==> src/rtl/pbus_pkg.sv <==
package pbus_pkg;
    // phase of the external bus cycle
    typedef enum logic [1:0] {
        PH_IDLE = 2'd0,
        PH_ADDR = 2'd1,
        PH_DATA = 2'd2,
        PH_HELD = 2'd3
    } phase_t;
endpackage

==> src/rtl/pbus_lane_parity.sv <==
module pbus_lane_parity #(
    parameter int LANES = 4
) (
    input  logic [8*LANES-1:0] data,
    output logic [LANES-1:0]   par
);
    // even parity bit for each byte lane
    for (genvar g = 0; g < LANES; g++) begin : g_lane
        assign par[g] = ^data[8*g +: 8];
    end
endmodule

==> src/rtl/pbus_ctl.sv <==
module pbus_ctl
    import pbus_pkg::*;
#(
    parameter int AW    = 32,
    parameter int LANES = 4,
    parameter int BEATS = 4
) (
    input  logic               clk,
    input  logic               rst_n,
    input  logic               req_valid,
    output logic               req_ready,
    input  logic               req_write,
    input  logic               req_burst,
    input  logic               req_mio,
    input  logic               req_dc,
    input  logic [AW-1:2]      req_addr,
    input  logic [LANES-1:0]   req_be,
    input  logic [8*LANES-1:0] req_wdata,
    input  logic [8*LANES-1:0] data_in,
    input  logic [LANES-1:0]   lane_bad,
    input  logic               rdy_n,
    input  logic               brdy_n,
    input  logic               boff_n,
    input  logic               ahold,
    output logic [AW-1:2]      bus_addr,
    output logic [LANES-1:0]   bus_be,
    output logic               ads_n,
    output logic               bus_wr,
    output logic               bus_mio,
    output logic               bus_dc,
    output logic               blast_n,
    output logic               addr_oe,
    output logic               ctl_oe,
    output logic               data_oe,
    output logic [8*LANES-1:0] data_out,
    output logic               rd_valid,
    output logic [8*LANES-1:0] rd_data,
    output logic               pchk_n,
    output logic               done
);
    localparam int DW = 8 * LANES;
    localparam int BW = $clog2(BEATS);
    localparam logic [BW-1:0] LAST_BEAT = BW'(BEATS - 1);

    typedef struct packed {
        phase_t          phase;
        logic [BW-1:0]   beat;
        logic [AW-1:2]   addr;
        logic [LANES-1:0] be;
        logic            wr;
        logic            burst;
        logic            mio;
        logic            dc;
        logic [DW-1:0]   wdata;
        logic [DW-1:0]   rdata;
        logic            rvalid;
        logic            pchk;
        logic            fin;
        logic            ahold;
    } seq_t;

    seq_t st_d, st_q;
    logic last_xfer;
    logic xfer_end;

    assign last_xfer = !st_q.burst || (st_q.beat == LAST_BEAT);
    assign xfer_end  = st_q.burst ? !brdy_n : !rdy_n;

    always_comb begin
        st_d        = st_q;
        st_d.rvalid = 1'b0;
        st_d.pchk   = 1'b0;
        st_d.fin    = 1'b0;
        st_d.ahold  = ahold;
        case (st_q.phase)
            PH_IDLE: begin
                if (req_valid && boff_n) begin
                    st_d.phase = PH_ADDR;
                    st_d.beat  = '0;
                    st_d.addr  = req_addr;
                    st_d.be    = req_be;
                    st_d.wr    = req_write;
                    st_d.burst = req_burst && !req_write;
                    st_d.mio   = req_mio;
                    st_d.dc    = req_dc;
                    st_d.wdata = req_wdata;
                end
            end
            PH_ADDR: begin
                st_d.phase = boff_n ? PH_DATA : PH_HELD;
            end
            PH_DATA: begin
                if (!boff_n) begin
                    st_d.phase = PH_HELD;
                end else if (xfer_end) begin
                    if (!st_q.wr) begin
                        st_d.rvalid = 1'b1;
                        st_d.rdata  = data_in;
                        st_d.pchk   = |(st_q.be & lane_bad);
                    end
                    if (last_xfer) begin
                        st_d.phase = PH_IDLE;
                        st_d.fin   = 1'b1;
                    end else begin
                        st_d.beat = st_q.beat + 1'b1;
                    end
                end
            end
            default: begin
                if (boff_n) begin
                    st_d.phase = PH_ADDR;
                    st_d.beat  = '0;
                end
            end
        endcase
    end

    always_ff @(posedge clk) begin
        if (!rst_n) begin
            st_q <= '0;
        end else begin
            st_q <= st_d;
        end
    end

    assign req_ready = (st_q.phase == PH_IDLE) && boff_n;
    assign ctl_oe    = (st_q.phase == PH_ADDR) || (st_q.phase == PH_DATA);
    assign addr_oe   = ctl_oe && !st_q.ahold;
    assign data_oe   = (st_q.phase == PH_DATA) && st_q.wr;
    assign ads_n     = (st_q.phase != PH_ADDR);
    assign blast_n   = !((st_q.phase == PH_DATA) && last_xfer);
    assign bus_addr  = {st_q.addr[AW-1:BW+2], st_q.addr[BW+1:2] + st_q.beat};
    assign bus_be    = st_q.be;
    assign bus_wr    = st_q.wr;
    assign bus_mio   = st_q.mio;
    assign bus_dc    = st_q.dc;
    assign data_out  = st_q.wdata;
    assign rd_valid  = st_q.rvalid;
    assign rd_data   = st_q.rdata;
    assign pchk_n    = !st_q.pchk;
    assign done      = st_q.fin;

    AST_ADS_ONE_CLOCK: assert property (@(posedge clk) disable iff (!rst_n)
        !ads_n |=> ads_n);
    AST_ACCEPT_STARTS: assert property (@(posedge clk) disable iff (!rst_n)
        (req_valid && req_ready) |=> !ads_n);
    AST_BLAST_FINISHES: assert property (@(posedge clk) disable iff (!rst_n)
        ((st_q.phase == PH_DATA) && !blast_n && boff_n && xfer_end) |=> done);
    AST_BOFF_FLOATS: assert property (@(posedge clk) disable iff (!rst_n)
        (ctl_oe && !boff_n) |=> (!ctl_oe && !addr_oe && !data_oe));
    AST_HELD_KEEPS_REQ: assert property (@(posedge clk) disable iff (!rst_n)
        (st_q.phase == PH_HELD) |=> ($stable(st_q.addr) && $stable(st_q.wdata)));
    AST_BOFF_NO_END: assert property (@(posedge clk) disable iff (!rst_n)
        ((st_q.phase == PH_DATA) && !boff_n) |=> (!rd_valid && !done && pchk_n));
    AST_PCHK_FROM_READ: assert property (@(posedge clk) disable iff (!rst_n)
        !pchk_n |-> rd_valid);
endmodule

==> src/rtl/pbus_seq.sv <==
module pbus_seq #(
    parameter int AW    = 32,
    parameter int LANES = 4,
    parameter int BEATS = 4
) (
    input  logic               clk,
    input  logic               rst_n,
    input  logic               req_valid,
    output logic               req_ready,
    input  logic               req_write,
    input  logic               req_burst,
    input  logic               req_mio,
    input  logic               req_dc,
    input  logic [AW-1:2]      req_addr,
    input  logic [LANES-1:0]   req_be,
    input  logic [8*LANES-1:0] req_wdata,
    output logic               rd_valid,
    output logic [8*LANES-1:0] rd_data,
    output logic               done,
    output logic [AW-1:2]      bus_addr,
    output logic [LANES-1:0]   bus_be,
    output logic               ads_n,
    output logic               bus_wr,
    output logic               bus_mio,
    output logic               bus_dc,
    output logic               blast_n,
    output logic               addr_oe,
    output logic               ctl_oe,
    output logic               data_oe,
    output logic [8*LANES-1:0] data_out,
    output logic [LANES-1:0]   par_out,
    input  logic [8*LANES-1:0] data_in,
    input  logic [LANES-1:0]   par_in,
    input  logic               rdy_n,
    input  logic               brdy_n,
    input  logic               boff_n,
    input  logic               ahold,
    output logic               pchk_n
);
    logic [LANES-1:0] in_par;
    logic [LANES-1:0] lane_bad;

    pbus_lane_parity #(.LANES(LANES)) u_wpar (
        .data (data_out),
        .par  (par_out)
    );

    pbus_lane_parity #(.LANES(LANES)) u_rpar (
        .data (data_in),
        .par  (in_par)
    );

    assign lane_bad = in_par ^ par_in;

    pbus_ctl #(.AW(AW), .LANES(LANES), .BEATS(BEATS)) u_ctl (
        .clk       (clk),
        .rst_n     (rst_n),
        .req_valid (req_valid),
        .req_ready (req_ready),
        .req_write (req_write),
        .req_burst (req_burst),
        .req_mio   (req_mio),
        .req_dc    (req_dc),
        .req_addr  (req_addr),
        .req_be    (req_be),
        .req_wdata (req_wdata),
        .data_in   (data_in),
        .lane_bad  (lane_bad),
        .rdy_n     (rdy_n),
        .brdy_n    (brdy_n),
        .boff_n    (boff_n),
        .ahold     (ahold),
        .bus_addr  (bus_addr),
        .bus_be    (bus_be),
        .ads_n     (ads_n),
        .bus_wr    (bus_wr),
        .bus_mio   (bus_mio),
        .bus_dc    (bus_dc),
        .blast_n   (blast_n),
        .addr_oe   (addr_oe),
        .ctl_oe    (ctl_oe),
        .data_oe   (data_oe),
        .data_out  (data_out),
        .rd_valid  (rd_valid),
        .rd_data   (rd_data),
        .pchk_n    (pchk_n),
        .done      (done)
    );
endmodule

==> config.mk <==
export PLATFORM = sky130hd
export DESIGN_NAME = pbus_seq
export DESIGN_NICKNAME = d
export VERILOG_FILES = /design/src/rtl/pbus_pkg.sv /design/src/rtl/pbus_lane_parity.sv /design/src/rtl/pbus_ctl.sv /design/src/rtl/pbus_seq.sv
export SDC_FILE = /design/constraint.sdc
export NUM_CORES = 1
export LEC_CHECK = 0
export BUFFER_PORTS_ARGS = -buffer_cell sky130_fd_sc_hd__buf_4
export CORE_ASPECT_RATIO = 0.6
export CORE_MARGIN = 2
export CORE_UTILIZATION = 48
export DETAILED_ROUTE_END_ITERATION = 10
export PLACE_DENSITY_LB_ADDON = 0.3
export SETUP_SLACK_MARGIN = 0.02
export SLEW_MARGIN = 15
export SYNTH_ARGS = -nofsm -noshare
export SYNTH_HDL_FRONTEND = slang
export SYNTH_SLANG_ARGS = --single-unit
==> constraint.sdc <==
create_clock -name clk -period 2.2 [get_ports clk]
set_input_delay 0.22 -clock clk [delete_from_list [all_inputs] [get_ports clk]]
set_output_delay 0.22 -clock clk [all_outputs]
set_load 0.005 [all_outputs]
==> metrics.txt, run 1 <==
run status=finished clean; FF+latch area=2200 um^2; CTS tree=done; PD cells=roughly 700 nW/um^2; Max-slew headroom=0.664; Via Count=4,480; grt ovf=0; Initial Util=0.501; Setup TNS=0 ns; Buf/Inv on CP=2; switching share of power=0.268; peak supply drop=just over 400 uV; yosys warns=0; Layout fillers=about 940; dpl hpwl=9820 um; RSZ-0062 raised after global routing=no; Die X=141 um; global-route wire length before repair=20,600 um; drt initial violations=206; filler-free cell count of the finished design=~900; Period minus WS final=1.95 ns; worst hold start=ahold; Worst Clk Skew=roughly 0.010 ns; area occupied by multi-input gates=2270 um^2; worst-path cell chain=inv_1 > ha_1 > nand2_1 > a2111o_1 > buf_4 > nand2_1 > a21oi_1; Critical Path RT=2.41 ns; CTS buffer count=9; startpoint types=register; setup violators final=0; number of global-route vias before repair=4,333; Overall Global Routing Usage=0.210; Worst Max-Slew Pin Slew=0.504 ns; Reg clk slew, reported paths=0.07 ns; mapped cell area=5400 um^2; clock root cell=clkbuf_16; average cell area after synthesis=8.13 um^2; synth top area cells=dfxtp_1 41%, nand2_1 15%, buf_4 14%, a21oi_1 9.7%, xnor2_1 5.5%; Final #Nets=896; met3 GRT Util=0.0787; placed cells=905; post-DR wirelength/cell=~14 um; M1 GR Usage=0.267; fin util=0.628; clock buffer depth=2; CTS H-Tree Depth=3; CP top delay family=compound AO/OA/AOI/OAI gates; Max Clk Rate=roughly 0.5 GHz; CP max stage cell=a2111o_1; 1st-pass router iterations=4; hold path depth=2; Final Hold Fails=0; pin count of the biggest net entering global routing=71; CP Data Arrival Time=2.16 ns; Mapped Nets=783; worst reg2reg path startpoint=u_ctl.st_q[108]; largest area contributor in the netlist=dfxtp_1; met2 Use GR=0.340; initial antenna violation count=0; slowest cell delay on critical path=0.38 ns; area of the core=10,800 um^2; full die area=12,100 um^2; Hold Path Sink=u_ctl.st_q[0]; busiest grt layer=met2; Int Pwr=3.50 mW; Seq/Total Area, Yosys=0.408; most frequent CP cell=nand2_1; Synth cell types=40; max-slew violations=0; Yosys reg bits=110; row count=29; WS Path Type=register to register; area delta synth->final=25.4%; I/O pin cnt=~230; Residual DRC=0; worst hold-check path type=primary input to register; ANT cells=0; post-CTS resize count=0; Reg2Reg Setup Slack=around 0.25 ns; leakage power=2.90 nW; Die Y=86.2 um; post-CTS setup buffers=0; cell count after synthesis=664; proportion of layout cells with a drive suffix above 1=0.330; top-area cell type share of the netlist area=0.408; Worst-Skew Late Latency=0.34 ns; Reg2Reg Depth=7; combinational cell fraction of total power=0.225; Placer Congestion=0.781; period utilization=0.885; post-route ant nets=0; Psw=1.28 mW; CP max FO=32; vias per cell=4.86; Max-Cap Viols=0; # clock sinks=110; clock network fraction of total power=0.317; Reg power frac=0.457; Hold-fix buffers, CTS=0; reg-to-reg endpoint=u_ctl.rd_data[26]; Routed Wire Length=13,100 um; IO Port Bufs=226; CP Capture Type=register
[layer usage]
metal,vias up,part of all wire
met4,0,0.012
met3,18,0.085
li1,2255,-
met1,2040,0.44
met2,167,0.46
met5,-,0
[per-stage QoR]
stage	hold slack (ns)	instance area [um^2]	setup slack, ns	power [mW]
finish	0.116	6770	0.253	4.78
floorplan	0.342	5400	0.541	2.88
detailed placement	0.447	6490	0.281	3.31
global placement	0.442	6490	0.402	3.27
CTS	0.108	6770	0.273	4.83
global route	0.108	6770	0.141	5.01
[cells by family after synthesis]
family | synth area share
compound gates | 0.121
xor+xnor | 0.101
fa+ha+maj | 0.0139
buf+inv | 0.172
flops | 0.408
mux | 0.00903
simple gates | 0.175
[power by group through the flow]
| stage | clock, mW | sequential (mW) | combinational [mW] |
|---|---|---|---|
| floorplan | 0 | 2.21 | 0.671 |
| global placement | 0 | 2.22 | 1.05 |
| detailed placement | 0 | 2.23 | 1.08 |
| CTS | 1.56 | 2.19 | 1.09 |
| global route | 1.64 | 2.20 | 1.17 |
| finish | 1.52 | 2.19 | 1.08 |
[placed cells by master (no fill, tap or decap), types with 2 or more instances in the layout]
cell / instances
a21oi_1: 105
a31oi_1: 2
and2_1: 3
buf_12: 4
buf_4: 229
clkbuf_1: 2
clkbuf_16: 9
clkinv_4: 2
clkinvlp_4: 2
dfxtp_1: 110
ha_1: 6
inv_1: 10
mux2_2: 2
nand2_1: 209
nand2b_1: 5
nand3b_1: 3
nor3_1: 2
nor3b_1: 2
o21ai_0: 2
or2_2: 2
xnor2_1: 34
xnor3_1: 8
xor2_1: 8
[area by class of cell]
class / instances / area share
clock inverters: 4 / 0.00481
clock buffers: 12 / 0.0364
well taps: 139 / 0.0257
flip-flops and latches: 110 / 0.325
repair buffers: 233 / 0.266
inverters: 11 / 0.00628
multi-input cells: 412 / 0.336
[state kept, by name (all words and copies together) (netlist names)]
signal / flops
u_ctl.bus_addr: 28
u_ctl.bus_be: 4
u_ctl.bus_dc: 1
u_ctl.bus_mio: 1
u_ctl.bus_wr: 1
u_ctl.data_out: 32
u_ctl.done: 1
u_ctl.rd_data: 32
u_ctl.rd_valid: 1
u_ctl.st_q: 9
[synthesized netlist by cell type, drive strengths merged]
library cell,instances
a21oi,105
clkbuf,28
o211ai,1
o2111ai,1
nor2b,2
nor3,2
dfxtp,110
nor3b,2
o2111a,1
xnor2,34
xor2,8
o21ai,2
a2111o,1
ha,6
nand3b,3
a2111oi,1
o21bai,1
and2,3
mux2,4
buf,103
a41oi,1
and3,1
xnor3,8
nor2,1
and4,1
inv,11
nand3,1
nand2b,5
nand2,210
or2,3
a311oi,1
a31oi,2
o21a,1
[worst max path at each step]
stage / start / endpoint / slack (ns) / depth (start not counted)
after floorplan: u_ctl.st_q[108] / u_ctl.rd_data[10] / 0.54 / 8
after global placement: u_ctl.st_q[108] / u_ctl.rd_data[18] / 0.40 / 7
after detailed placement: u_ctl.st_q[108] / u_ctl.rd_data[26] / 0.28 / 7
after CTS: u_ctl.st_q[108] / u_ctl.rd_data[26] / 0.27 / 7
after global routing: u_ctl.st_q[108] / u_ctl.rd_data[26] / 0.14 / 7
final: u_ctl.st_q[108] / u_ctl.rd_data[26] / 0.25 / 7
Power figures use the tool's default switching activity.
==> inputs of run 2 (changes only) <==
CORE_UTILIZATION = 44   (was 48)
clock period = 1.7 ns   (was 2.2 ns; I/O delays follow)
==> run 2 against run 1 <==
Effect of this change:
- wire length increased by 2.9%
- sequential power grew 29%
- hold slack worse by 0.067 ns
- global-route usage is 1.2 points lower
- worst setup slack worse by 0.15 ns
- first-iteration DRC count rose by 20%
- final cell count grew 3.7%
- largest cell class unchanged
- largest power group unchanged
==> metrics.txt, run 2 (same netlist as run 1, synthesis figures left out) <==
Worst Max-Slew Pin Slew=0.366 ns (was 0.504 ns); area of the core=12,000 um^2 (was 10,800 um^2); Max-Cap Viols=0 (unchanged); Worst Clk Skew=0.00759 ns (was 0.0104 ns); Setup TNS=0 ns (unchanged); Routed Wire Length=13,500 um (was 13,100 um); post-route ant nets=0 (unchanged); number of global-route vias before repair=4,364 (was 4,333); Max-slew headroom=0.756 (was 0.664); row count=31 (was 29); setup violators final=0 (unchanged); clock buffer depth=2 (unchanged); Worst-Skew Late Latency=0.34 ns (about the same); Placer Congestion=0.839 (was 0.781); Overall Global Routing Usage=0.198 (was 0.210); clock network fraction of total power=0.364 (was 0.317); Place WS=0.0834 ns (was 0.281 ns); proportion of layout cells with a drive suffix above 1=0.341 (was 0.330); clock root cell=clkbuf_16 (unchanged); full die area=13,200 um^2 (was 12,100 um^2); WS Path Type=register to output port (was register to register); CP Data Arrival Time=1.43 ns (was 2.16 ns); RSZ-0062 raised after global routing=no (unchanged); Period minus WS final=1.60 ns; pin count of the biggest net entering global routing=80 (was 71); Psw=1.70 mW (was 1.28 mW); CP Capture Type=output port (was register); peak supply drop=492 uV (was 403 uV); Final Cell Area=7010 um^2 (was 6770 um^2); Hold-fix buffers, CTS=0 (unchanged); # clock sinks=110 (unchanged); Pwr Total=6.73 mW (was 4.78 mW); Buf/Inv on CP=2 (unchanged); grt ovf=0 (unchanged); final worst slack=0.104 ns (was 0.253 ns); Reg clk slew, reported paths=0.07 ns (about the same); CP top delay family=flip-flops (was compound AO/OA/AOI/OAI gates); worst-path cell chain=inv_1 > ha_1 > and2_1 > buf_4 (was inv_1 > ha_1 > nand2_1 > a2111o_1 > buf_4 > nand2_1 > a21oi_1); Die X=147 um (was 141 um); CTS H-Tree Depth=3 (unchanged); area delta synth->final=29.8% (was 25.4%); CTS buffer count=9 (unchanged); Initial Util=0.449 (was 0.501); I/O pin cnt=227 (unchanged); switching share of power=0.253 (was 0.268); CP max stage cell=dfxtp_2 (was a2111o_1); IO Port Bufs=226 (unchanged); Max Clk Rate=~0.63 GHz; PD cells=960 nW/um^2 (was 707 nW/um^2); vias per cell=4.71 (was 4.86); max-slew violations=0 (unchanged); ANT cells=0 (unchanged); Final Hold Fails=0 (unchanged); Die Y=89.8 um (was 86.2 um); 1st-pass router iterations=4 (unchanged); Critical Path RT=1.53 ns (was 2.41 ns); Reg power frac=0.420 (was 0.457); most common cell after layout, fill and taps aside=buf_4 (unchanged); initial antenna violation count=0 (unchanged); period utilization=0.939; Residual DRC=0 (unchanged); most frequent cells in the layout=232 x buf_4, 209 x nand2_1, 109 x dfxtp_1, 105 x a21oi_1, 34 x xnor2_1 (was 229 x buf_4, 209 x nand2_1, 110 x dfxtp_1, 105 x a21oi_1, 34 x xnor2_1); startpoint types=register (unchanged); CP max FO=5 (was 32); drt initial violations=247 (was 206); slowest cell delay on critical path=0.34 ns (was 0.38 ns); global-route wire length before repair=21,300 um (was 20,600 um); Via Count=4,500 (was 4,480); DP Area=6590 um^2 (was 6490 um^2); leakage power=3.02 nW (was 2.90 nW); post-DR wirelength/cell=14.1 um (was 14.2 um); CTS tree=done (unchanged); dpl hpwl=9960 um (was 9820 um); run status=finished clean (unchanged); Int Pwr=5.02 mW (was 3.50 mW); fin util=0.583 (was 0.628); Final #Nets=904 (was 896); combinational cell fraction of total power=0.216 (was 0.225); worst hold-check path type=primary input to register (unchanged)
[run 2: power by group through the flow]
stage / clock network (mW) / logic, mW / registers (mW)
floorplan: 0 / 0.869 / 2.86
global placement: 0 / 1.39 / 2.88
detailed placement: 0 / 1.43 / 2.89
CTS: 2.50 / 1.44 / 2.83
global route: 2.61 / 1.59 / 2.84
finish: 2.45 / 1.45 / 2.83
[run 2: final cells by class]
class | count | area [um^2]
tap | 165 | 206
sequential | 110 | 2200
multi-input combinational | 412 | 2280
timing repair buffer | 241 | 1920
inverter | 11 | 42.5
fill | 1090 | 5010
clock buffer | 10 | 239
clock inverter | 6 | 116
[run 2: routing by layer]
metal / part of all wire / global-route usage
met1: 0.46 / 0.258
met2: 0.46 / 0.321
met3: 0.074 / 0.0635
met4: 0.014 / 0.0505
met5: 0 / 0
[run 2: what timing repair did]
action / in CTS / in global routing
buffers inserted: 0 / 1
endpoints found under the setup margin: 0 / 60
gates resized for setup: 0 / 3
[run 2: path summary, 6_finish.rpt]
kind                                         start                  to  slack, ns  cells after the start
worst min-delay path                         ahold       u_ctl.st_q[0]       0.05                      2
worst min register to register  u_ctl.bus_addr[27]  u_ctl.bus_addr[27]       0.46                      2
worst max-delay path               u_ctl.st_q[109]           req_ready       0.10                      4
worst max register to register     u_ctl.st_q[109]   u_ctl.bus_addr[8]       0.11                      7
[run 2: through the flow]
stage / instances / hold WS, ns
finish: 955 / 0.0491
global route: 955 / 0.0555
CTS: 952 / 0.0474
detailed placement: 936 / 0.406
global placement: 936 / 0.386
floorplan: 664 / 0.292
==> inputs of run 3 (changes only) <==
CORE_UTILIZATION = 54   (was 44)
CTS_BUF_LIST = sky130_fd_sc_hd__clkbuf_8   (was unset)
clock period = 1.97 ns   (was 1.7 ns; I/O delays follow)
==> run 3 against run 2 <==
Effect of this change:
- first-iteration DRC count is 8.9% lower
- clock power is 51% lower
- critical path depth is 1 higher
- die area is 18% lower
- combinational power is 17% lower
- sequential share of layout area is 1.5 points higher
- via count is 0.56% lower
- final cell count is 3.8% lower
- critical path type unchanged
- largest power group unchanged
==> metrics.txt, run 3 (same netlist as run 1, synthesis figures left out) <==
CP max FO=9 (was 5); Routed Wire Length=12,900 um (was 13,500 um); Max-Cap Viols=0 (unchanged); clock root cell=clkbuf_8 (was clkbuf_16); drt initial violations=225 (was 247); CTS buffer count=9 (unchanged); startpoint types=register (unchanged); Max Clk Rate=0.568 GHz; WS Path Type=register to output port (unchanged); Die X=133 um (was 147 um); Worst Max-Slew Pin Slew=0.434 ns (was 0.366 ns); most frequent cells in the layout=230 x buf_4, 209 x nand2_1, 110 x dfxtp_1, 105 x a21oi_1, 34 x xnor2_1 (was 232 x buf_4, 209 x nand2_1, 109 x dfxtp_1, 105 x a21oi_1, 34 x xnor2_1); full die area=10,800 um^2 (was 13,200 um^2); Max-slew headroom=0.710 (was 0.756); setup violators final=0 (unchanged); period utilization=0.894; dpl hpwl=9650 um (was 9960 um); Period minus WS final=1.76 ns; Reg clk slew, reported paths=0.09 ns (was 0.07 ns); peak supply drop=500 uV (was 492 uV); FF+latch area=2200 um^2 (about the same); CP Capture Type=output port (unchanged); Pwr Total=4.85 mW (was 6.73 mW); worst hold-check path type=primary input to register (unchanged); Overall Global Routing Usage=0.230 (was 0.198); DP Area=6510 um^2 (was 6590 um^2); # clock sinks=110 (unchanged); Hold-fix buffers, CTS=0 (unchanged); global-route wire length before repair=19,900 um (was 21,300 um); Residual DRC=0 (unchanged); RSZ-0062 raised after global routing=no (unchanged); Final Cell Area=6680 um^2 (was 7010 um^2); area delta synth->final=23.7% (was 29.8%); area occupied by multi-input gates=2270 um^2 (was 2280 um^2); PD cells=726 nW/um^2 (was 960 nW/um^2); 1st-pass router iterations=5 (was 4); row count=28 (was 31); vias per cell=4.87 (was 4.71); max-slew violations=0 (unchanged); ANT cells=0 (unchanged); Final #Nets=898 (was 904); post-CTS resize count=0 (unchanged); area of the core=9810 um^2 (was 12,000 um^2); pin count of the biggest net entering global routing=71 (was 80); Worst-Skew Late Latency=0.36 ns (was 0.34 ns); M1 GR Usage=0.300 (was 0.258); Critical Path RT=1.77 ns (was 1.53 ns); clock buffer depth=2 (unchanged); Layout fillers=837 (was 1,090); post-CTS setup buffers=0 (unchanged); number of global-route vias before repair=4,119 (was 4,364); CP Data Arrival Time=1.56 ns (was 1.43 ns); Initial Util=0.551 (was 0.449); Worst Clk Skew=0.00976 ns (was 0.00759 ns); met2 Use GR=0.372 (was 0.321); met3 GRT Util=0.0802 (was 0.0635); leakage power=2.87 nW (was 3.02 nW); Die Y=81.5 um (was 89.8 um); post-DR wirelength/cell=14.0 um (was 14.1 um); proportion of layout cells with a drive suffix above 1=0.333 (was 0.341); run status=finished clean (unchanged); Setup TNS=0 ns (unchanged); grt ovf=0 (unchanged); most common cell after layout, fill and taps aside=buf_4 (unchanged); busiest grt layer=met2 (unchanged); CTS H-Tree Depth=3 (unchanged); CTS tree=done (unchanged); Placer Congestion=0.859 (was 0.839); I/O pin cnt=227 (unchanged); post-route ant nets=0 (unchanged); Final Hold Fails=0 (unchanged); IO Port Bufs=226 (unchanged); Via Count=4,475 (was 4,500); initial antenna violation count=0 (unchanged)
-- run 3: cell types whose count changed in the layout (fill, tap and decap cells not counted), sizes merged --
cell      delta
clkinvlp     +2
bufinv       -3
clkinv       +2
buf          -4
clkbuf       -3
-- run 3: stage by stage --
| step | utilization | setup slack [ns] | instances | hold WS, ns |
|---|---|---|---|---|
| global route | 0.681 | 0.0473 | 919 | 0.0155 |
| CTS | 0.681 | 0.193 | 919 | 0.0232 |
| global placement | 0.664 | 0.363 | 903 | 0.411 |
| floorplan | - | 0.311 | 664 | 0.319 |
| detailed placement | 0.664 | 0.253 | 903 | 0.413 |
| finish | 0.681 | 0.210 | 919 | 0.0477 |
-- run 3: layer usage --
layer	up-vias	routed length, um	part of all wire
li1	2258	-	-
met4	0	168	0.013
met1	2039	5640	0.44
met5	-	0	0
met3	16	1080	0.084
met2	162	5990	0.47
-- run 3: final cells by class --
class	count	share of cell area
multi-input combinational	412	0.340
clock buffer	9	0.0185
inverter	11	0.00637
sequential	110	0.330
tap	135	0.0253
clock inverter	7	0.00637
timing repair buffer	235	0.273
-- run 3: report_power, final --
part | total [mW] | leakage, nW | switching (mW) | internal (mW)
Sequential | 2.44 | 0.894 | 0.0964 | 2.35
Combinational | 1.21 | 1.89 | 0.535 | 0.671
Clock | 1.20 | 0.0862 | 0.746 | 0.452
-- run 3: final timing paths --
path | start | slack [ns] | to | depth (start not counted)
max | u_ctl.st_q[108] | 0.21 | data_oe | 5
min | ahold | 0.05 | u_ctl.st_q[0] | 2
max reg2reg | u_ctl.st_q[108] | 0.23 | u_ctl.data_out[5] | 7
min reg2reg | u_ctl.bus_addr[15] | 0.46 | u_ctl.bus_addr[15] | 2
-- run 3: worst max-delay path, stage by stage, from the launching register on --
cell	delay, ns
dfxtp_1	0.42
inv_1	0.10
ha_1	0.23
buf_4	0.17
and2_1	0.16
buf_4	0.13
